==> src/rtl/pirq_router_pkg.sv <==
package pirq_router_pkg;

  localparam int RT_IRQ_W   = 5;
  localparam int PIN_IDX_W  = 5;
  localparam int SEL_W      = 3;

  typedef struct packed {
    logic                dis;
    logic [RT_IRQ_W-1:0] irq;
  } route_t;

  localparam route_t ROUTE_RESET = '{dis: 1'b1, irq: '0};
  localparam logic [PIN_IDX_W-1:0] SCI_TGT_RESET = PIN_IDX_W'(9);

  typedef struct packed {
    logic                 valid;
    logic [PIN_IDX_W-1:0] tgt;
  } sci_dec_t;

  function automatic sci_dec_t sci_decode(input logic [SEL_W-1:0] code);
    sci_dec_t d;
    d.valid = 1'b1;
    unique case (code)
      3'd0:    d.tgt = PIN_IDX_W'(9);
      3'd1:    d.tgt = PIN_IDX_W'(10);
      3'd2:    d.tgt = PIN_IDX_W'(11);
      3'd4:    d.tgt = PIN_IDX_W'(20);
      3'd5:    d.tgt = PIN_IDX_W'(21);
      default: begin
        d.valid = 1'b0;
        d.tgt   = '0;
      end
    endcase
    return d;
  endfunction

endpackage

==> src/rtl/pirq_rst_sync.sv <==
module pirq_rst_sync (
  input  logic clk,
  input  logic rst_n,
  output logic rst_sync_n
);

  logic [1:0] stage_q;

  always_ff @(posedge clk or negedge rst_n) begin
    if (!rst_n) stage_q <= '0;
    else        stage_q <= {stage_q[0], 1'b1};
  end

  assign rst_sync_n = stage_q[1];

endmodule

==> src/rtl/pirq_route_regs.sv <==
module pirq_route_regs
  import pirq_router_pkg::*;
#(
  parameter int NUM_PIRQ   = 8,
  parameter int GRP_SIZE   = 4,
  parameter int GRP_STRIDE = 8,
  parameter int SCI_ADDR   = 4,
  parameter int ADDR_W     = 4
) (
  input  logic                       clk,
  input  logic                       rst_sync_n,
  input  logic                       wr_en,
  input  logic [ADDR_W-1:0]          wr_addr,
  input  logic [7:0]                 wr_data,
  output route_t [NUM_PIRQ-1:0]      routes,
  output logic   [PIN_IDX_W-1:0]     sci_tgt
);

  localparam int DIS_BIT = 7;

  logic unused_rsvd;
  assign unused_rsvd = ^wr_data[6:RT_IRQ_W];

  route_t wr_route;
  assign wr_route = '{dis: wr_data[DIS_BIT], irq: wr_data[RT_IRQ_W-1:0]};

  for (genvar n = 0; n < NUM_PIRQ; n++) begin : g_line
    localparam int LINE_ADDR = (n / GRP_SIZE) * GRP_STRIDE + (n % GRP_SIZE);
    logic   hit;
    route_t route_d, route_q;

    assign hit = wr_en && (wr_addr == ADDR_W'(LINE_ADDR));

    always_comb begin
      route_d = route_q;
      if (hit) route_d = wr_route;
    end

    always_ff @(posedge clk or negedge rst_sync_n) begin
      if (!rst_sync_n) route_q <= ROUTE_RESET;
      else             route_q <= route_d;
    end

    assign routes[n] = route_q;
  end

  logic                 sci_hit;
  sci_dec_t             sci_dec;
  logic [PIN_IDX_W-1:0] tgt_d, tgt_q;

  assign sci_hit = wr_en && (wr_addr == ADDR_W'(SCI_ADDR));
  assign sci_dec = sci_decode(wr_data[SEL_W-1:0]);

  always_comb begin
    tgt_d = tgt_q;
    if (sci_hit && sci_dec.valid) tgt_d = sci_dec.tgt;
  end

  always_ff @(posedge clk or negedge rst_sync_n) begin
    if (!rst_sync_n) tgt_q <= SCI_TGT_RESET;
    else             tgt_q <= tgt_d;
  end

  assign sci_tgt = tgt_q;

endmodule

==> src/rtl/pirq_gsi_merge.sv <==
module pirq_gsi_merge
  import pirq_router_pkg::*;
#(
  parameter int NUM_PIRQ    = 8,
  parameter int LEGACY_PINS = 16,
  parameter int NUM_GSI     = LEGACY_PINS + NUM_PIRQ
) (
  input  route_t [NUM_PIRQ-1:0]  routes,
  input  logic   [NUM_PIRQ-1:0]  pirq_in,
  input  logic                   sci_in,
  input  logic   [PIN_IDX_W-1:0] sci_tgt,
  output logic   [NUM_GSI-1:0]   gsi_d
);

  for (genvar g = 0; g < NUM_GSI; g++) begin : g_pin
    logic sci_here;
    assign sci_here = sci_in && (sci_tgt == PIN_IDX_W'(g));

    if (g < LEGACY_PINS) begin : g_legacy
      logic [NUM_PIRQ-1:0] sel;
      for (genvar n = 0; n < NUM_PIRQ; n++) begin : g_src
        assign sel[n] = !routes[n].dis && (routes[n].irq == RT_IRQ_W'(g));
      end
      assign gsi_d[g] = |(sel & pirq_in) | sci_here;
    end else if (g - LEGACY_PINS < NUM_PIRQ) begin : g_apic
      assign gsi_d[g] = pirq_in[g - LEGACY_PINS] | sci_here;
    end else begin : g_spare
      assign gsi_d[g] = sci_here;
    end
  end

endmodule

==> src/rtl/pirq_router.sv <==
module pirq_router
  import pirq_router_pkg::*;
#(
  parameter int NUM_PIRQ    = 8,
  parameter int LEGACY_PINS = 16,
  parameter int GRP_SIZE    = 4,
  parameter int GRP_STRIDE  = 8,
  parameter int SCI_ADDR    = 4,
  parameter int ADDR_W      = 4,
  localparam int NUM_GSI    = LEGACY_PINS + NUM_PIRQ
) (
  input  logic                clk,
  input  logic                rst_n,
  input  logic [NUM_PIRQ-1:0] pirq_in,
  input  logic                sci_in,
  input  logic                wr_en,
  input  logic [ADDR_W-1:0]   wr_addr,
  input  logic [7:0]          wr_data,
  output logic [NUM_GSI-1:0]  gsi_out
);

  logic                  rst_sync_n;
  route_t [NUM_PIRQ-1:0] routes;
  logic [PIN_IDX_W-1:0]  sci_tgt;
  logic [NUM_GSI-1:0]    gsi_d, gsi_q;

  pirq_rst_sync u_rst (
    .clk        (clk),
    .rst_n      (rst_n),
    .rst_sync_n (rst_sync_n)
  );

  pirq_route_regs #(
    .NUM_PIRQ   (NUM_PIRQ),
    .GRP_SIZE   (GRP_SIZE),
    .GRP_STRIDE (GRP_STRIDE),
    .SCI_ADDR   (SCI_ADDR),
    .ADDR_W     (ADDR_W)
  ) u_regs (
    .clk        (clk),
    .rst_sync_n (rst_sync_n),
    .wr_en      (wr_en),
    .wr_addr    (wr_addr),
    .wr_data    (wr_data),
    .routes     (routes),
    .sci_tgt    (sci_tgt)
  );

  pirq_gsi_merge #(
    .NUM_PIRQ    (NUM_PIRQ),
    .LEGACY_PINS (LEGACY_PINS),
    .NUM_GSI     (NUM_GSI)
  ) u_merge (
    .routes  (routes),
    .pirq_in (pirq_in),
    .sci_in  (sci_in),
    .sci_tgt (sci_tgt),
    .gsi_d   (gsi_d)
  );

  always_ff @(posedge clk or negedge rst_sync_n) begin
    if (!rst_sync_n) gsi_q <= '0;
    else             gsi_q <= gsi_d;
  end

  assign gsi_out = gsi_q;

endmodule

==> config.mk <==
export PLATFORM = sky130hd
export DESIGN_NAME = pirq_router
export DESIGN_NICKNAME = d
export VERILOG_FILES = /design/src/rtl/pirq_router_pkg.sv /design/src/rtl/pirq_rst_sync.sv /design/src/rtl/pirq_route_regs.sv /design/src/rtl/pirq_gsi_merge.sv /design/src/rtl/pirq_router.sv
export SDC_FILE = /design/constraint.sdc
export NUM_CORES = 1
export LEC_CHECK = 0
export BUFFER_PORTS_ARGS = -buffer_cell sky130_fd_sc_hd__buf_2
export CORE_MARGIN = 10
export CORE_UTILIZATION = 30
export DETAILED_ROUTE_END_ITERATION = 10
export PLACE_DENSITY_LB_ADDON = 0.25
export SLEW_MARGIN = 20
export SYNTH_ARGS = -nofsm -noshare
export SYNTH_HDL_FRONTEND = slang
export SYNTH_SLANG_ARGS = --single-unit
==> constraint.sdc <==
create_clock -name clk -period 2.9 [get_ports clk]
set_clock_uncertainty 0.1 [all_clocks]
set_input_delay 0.58 -clock clk [delete_from_list [all_inputs] [get_ports clk]]
set_output_delay 0.58 -clock clk [all_outputs]
set_load 0.01 [all_outputs]
==> results.json <==
{
  "status": "complete, no violations",
  "core_sq_um": 13400,
  "io_buffers": 45,
  "yosys_warnings": 0,
  "root_buffer": "clkbuf_16",
  "wl_met1_mm": 6.41,
  "p_sw_w": 0.00121,
  "synth_edf_count": 0,
  "ys_top_cells_by_count": "dfrtp_1 (68), mux2_2 (38), nand2_1 (28)",
  "cts_max_level": 3,
  "synthesis.nets": 427,
  "dr_wl_met2_mm": 6.05,
  "pwr-share-seq": 0.454,
  "worstSetupPathType": "register to register",
  "grt_pass1_wl_mm": 21.6,
  "drc": 0,
  "timing.setup.tns_ps": 0,
  "antenna-diode-count": 0,
  "wl_mm": 13.9,
  "synthDistinctLibCells": 48,
  "final-setup-viol-count": 0,
  "die-area_sq_um": 19000,
  "row_count": 42,
  "fillers": 1356,
  "grt_start_max_net_pins": 77,
  "clockBufferDepth": 2,
  "dpl.hpwl_mm": 10.7,
  "leakage_nw": 2.00,
  "gr-total-overflow": 0,
  "p_per_area_nw_per_um2": 738,
  "rsz0062_at_grt": "no",
  "finalCriticalPeriod_ps": 1970,
  "vias_per_cell": 5.63,
  "final_antenna_net_count": 0,
  "antenna_found_initial": 0,
  "syn_avg_cell_area_sq_um": 10.3,
  "initial_utilization": 0.310,
  "first_global_vias": 3558,
  "p_sw_frac": 0.336,
  "numCtsBuffers": 9,
  "period_share": 0.678,
  "wl_met3_mm": 1.04,
  "worstSkewPairLatency_ps": 350,
  "cts_tree": "yes",
  "critPathLaunchType": "register",
  "intPower_w": 0.00239,
  "ys.flop_type": "dfrtp_1",
  "slew_viol_final": 0,
  "vias": 3514,
  "gp_congestion": 0.989,
  "dieWidth_um": 138,
  "synth.top_cell.area_share": 0.409,
  "ys_seq_area_frac": 0.472,
  "timing.fmax_mhz": 508,
  "nets": 467,
  "top_layer": "met4",
  "final_util": 0.364,
  "worstPathArrival_ps": 2060,
  "min_path_type": "register to asynchronous set/reset pin",
  "cts_sinks": 78,
  "post_drt_wl_per_cell_um": 22.3,
  "firstDrtPassIters": 6,
  "post-cts-setup-buffers": 0,
  "syn_to_final_growth_pct": 17.3,
  "relSlewSlack": 0.509,
  "multiInputGateArea_sq_um": 2080,
  "final-seq-area_sq_um": 1970,
  "clk_pin_slew_ps": 60,
  "finalHoldViolCount": 0,
  "vdd_drop_max_mv": 0.247,
  "crit_required_ps": 2990,
  "first_iter_violations": 366,
  "yosysMostFrequentCell": "dfrtp_1",
  "yosysTopAreaCell": "dfrtp_1",
  "ys_seq_elements": 78,
  "syn_area_sq_um": 4160,
  "syn_inst": 403,
  "worstSetupEndpointType": "register",
  "die_h_um": 138,
  "final_layout_size_suffix_gt1_frac": 0.292,
  "cap_violations": 0,
  "pwr-share-clk": 0.312,
  "grt_usage": 0.154,
  "yosys-top-cells-area": "dfrtp_1 (41%), mux2_2 (10%), dfstp_2 (6.3%), o22ai_1 (3.5%), nor2b_1 (2.9%)",
  "reg2reg_depth": 4,
  "tightest_slew_ps": 726,
  "async_flop_share": 1.00,
  "pin_count": 48,
  "comb_power_share": 0.234,
  "critPathMaxFanout": 6
}
## registers in the layout, summed over array words and instances (netlist names)
name / count
u_rst.stage_q: 2
u_regs.routes: 48
u_regs.sci_tgt: 4
gsi_out: 24
## metrics by stage
stage          hold slack, ps  worst slack, ps  power [W]  area, sq um  std cells
2_1_floorplan             184              484    0.00211         4160        403
3_3_place_gp              239              671    0.00247         4560        606
3_5_place_dp              238              733    0.00248         4560        606
4_1_cts                   249              979    0.00362         4860        623
5_1_grt                   229              802    0.00380         4880        624
6_report                  182              933    0.00360         4880        624
## cells by family after synthesis
family | Yosys count | synth area share
other cells | 1 | 0.000901
simple gates | 170 | 0.251
compound gates | 79 | 0.129
flops | 78 | 0.472
buf+inv | 31 | 0.0283
mux | 44 | 0.119
## critical path, cell delays in order (launching register included)
cell and delay [ps]:
dfstp_2 530, nand4bb_1 310, nor4_1 90, a2111oi_0 580, nand3_1 190
## final timing paths
path	from	end	slack, ps
setup / recovery	u_regs.routes[11]	gsi_out[1]	930
hold / removal	u_rst.stage_q[1]	u_regs.routes[42]	180
setup reg to reg	u_regs.routes[11]	gsi_out[1]	930
hold reg to reg	u_rst.stage_q[1]	u_regs.routes[42]	180
max in group asynchronous	u_rst.stage_q[1]	u_regs.routes[23]	1860
min in group clk	u_rst.stage_q[0]	u_rst.stage_q[1]	260
## power groups by stage
| stage | Sequential (W) | Clock [W] | Combinational [W] |
|---|---|---|---|
| floorplan | 0.00154 | 0 | 0.000570 |
| CTS | 0.00164 | 0.00116 | 0.000827 |
| global route | 0.00168 | 0.00120 | 0.000921 |
| detailed placement | 0.00166 | 0 | 0.000823 |
| finish | 0.00163 | 0.00112 | 0.000844 |
| global placement | 0.00165 | 0 | 0.000822 |
## cell usage in the layout (no fill, tap or decap), drive strengths merged, types with 5 or more instances in the layout
cell | netlist | final
a21oi | 6 | 6
a22oi | 7 | 7
a31oi | 15 | 15
a32oi | 5 | 5
and3 | 5 | 5
buf | 1 | 50
clkbuf | 21 | 12
dfrtp | 68 | 68
dfstp | 10 | 10
inv | 9 | 9
mux2 | 44 | 44
nand2 | 28 | 28
nand2b | 13 | 13
nand3 | 8 | 8
nand3b | 5 | 5
nand4 | 10 | 10
nor2 | 16 | 16
nor2b | 19 | 19
nor3 | 14 | 14
nor4 | 8 | 8
nor4b | 6 | 6
o21ai | 6 | 6
o21bai | 5 | 5
o22ai | 23 | 23
or2 | 5 | 5
or4 | 6 | 6
## metal layers
layer  global-route usage  vias to the layer above
met3               0.0393                       30
met2                0.223                      153
li1                     -                     1602
met5                    0                        -
met4               0.0753                        0
met1                0.207                     1729
## area by class of cell
cell class              instances  share of cell area
clock buffers                  12              0.0505
well taps                     176              0.0451
multi-input cells             294               0.426
clock inverters                 4             0.00974
repair buffers                 51              0.0585
inverters                       9             0.00692
flip-flops and latches         78               0.403
## timing repair
action / in CTS / in global routing
gates resized for setup: 0 / 0
hold endpoints to repair: 2 / 0
hold buffers: 1 / 0
Power figures use the tool's default switching activity.
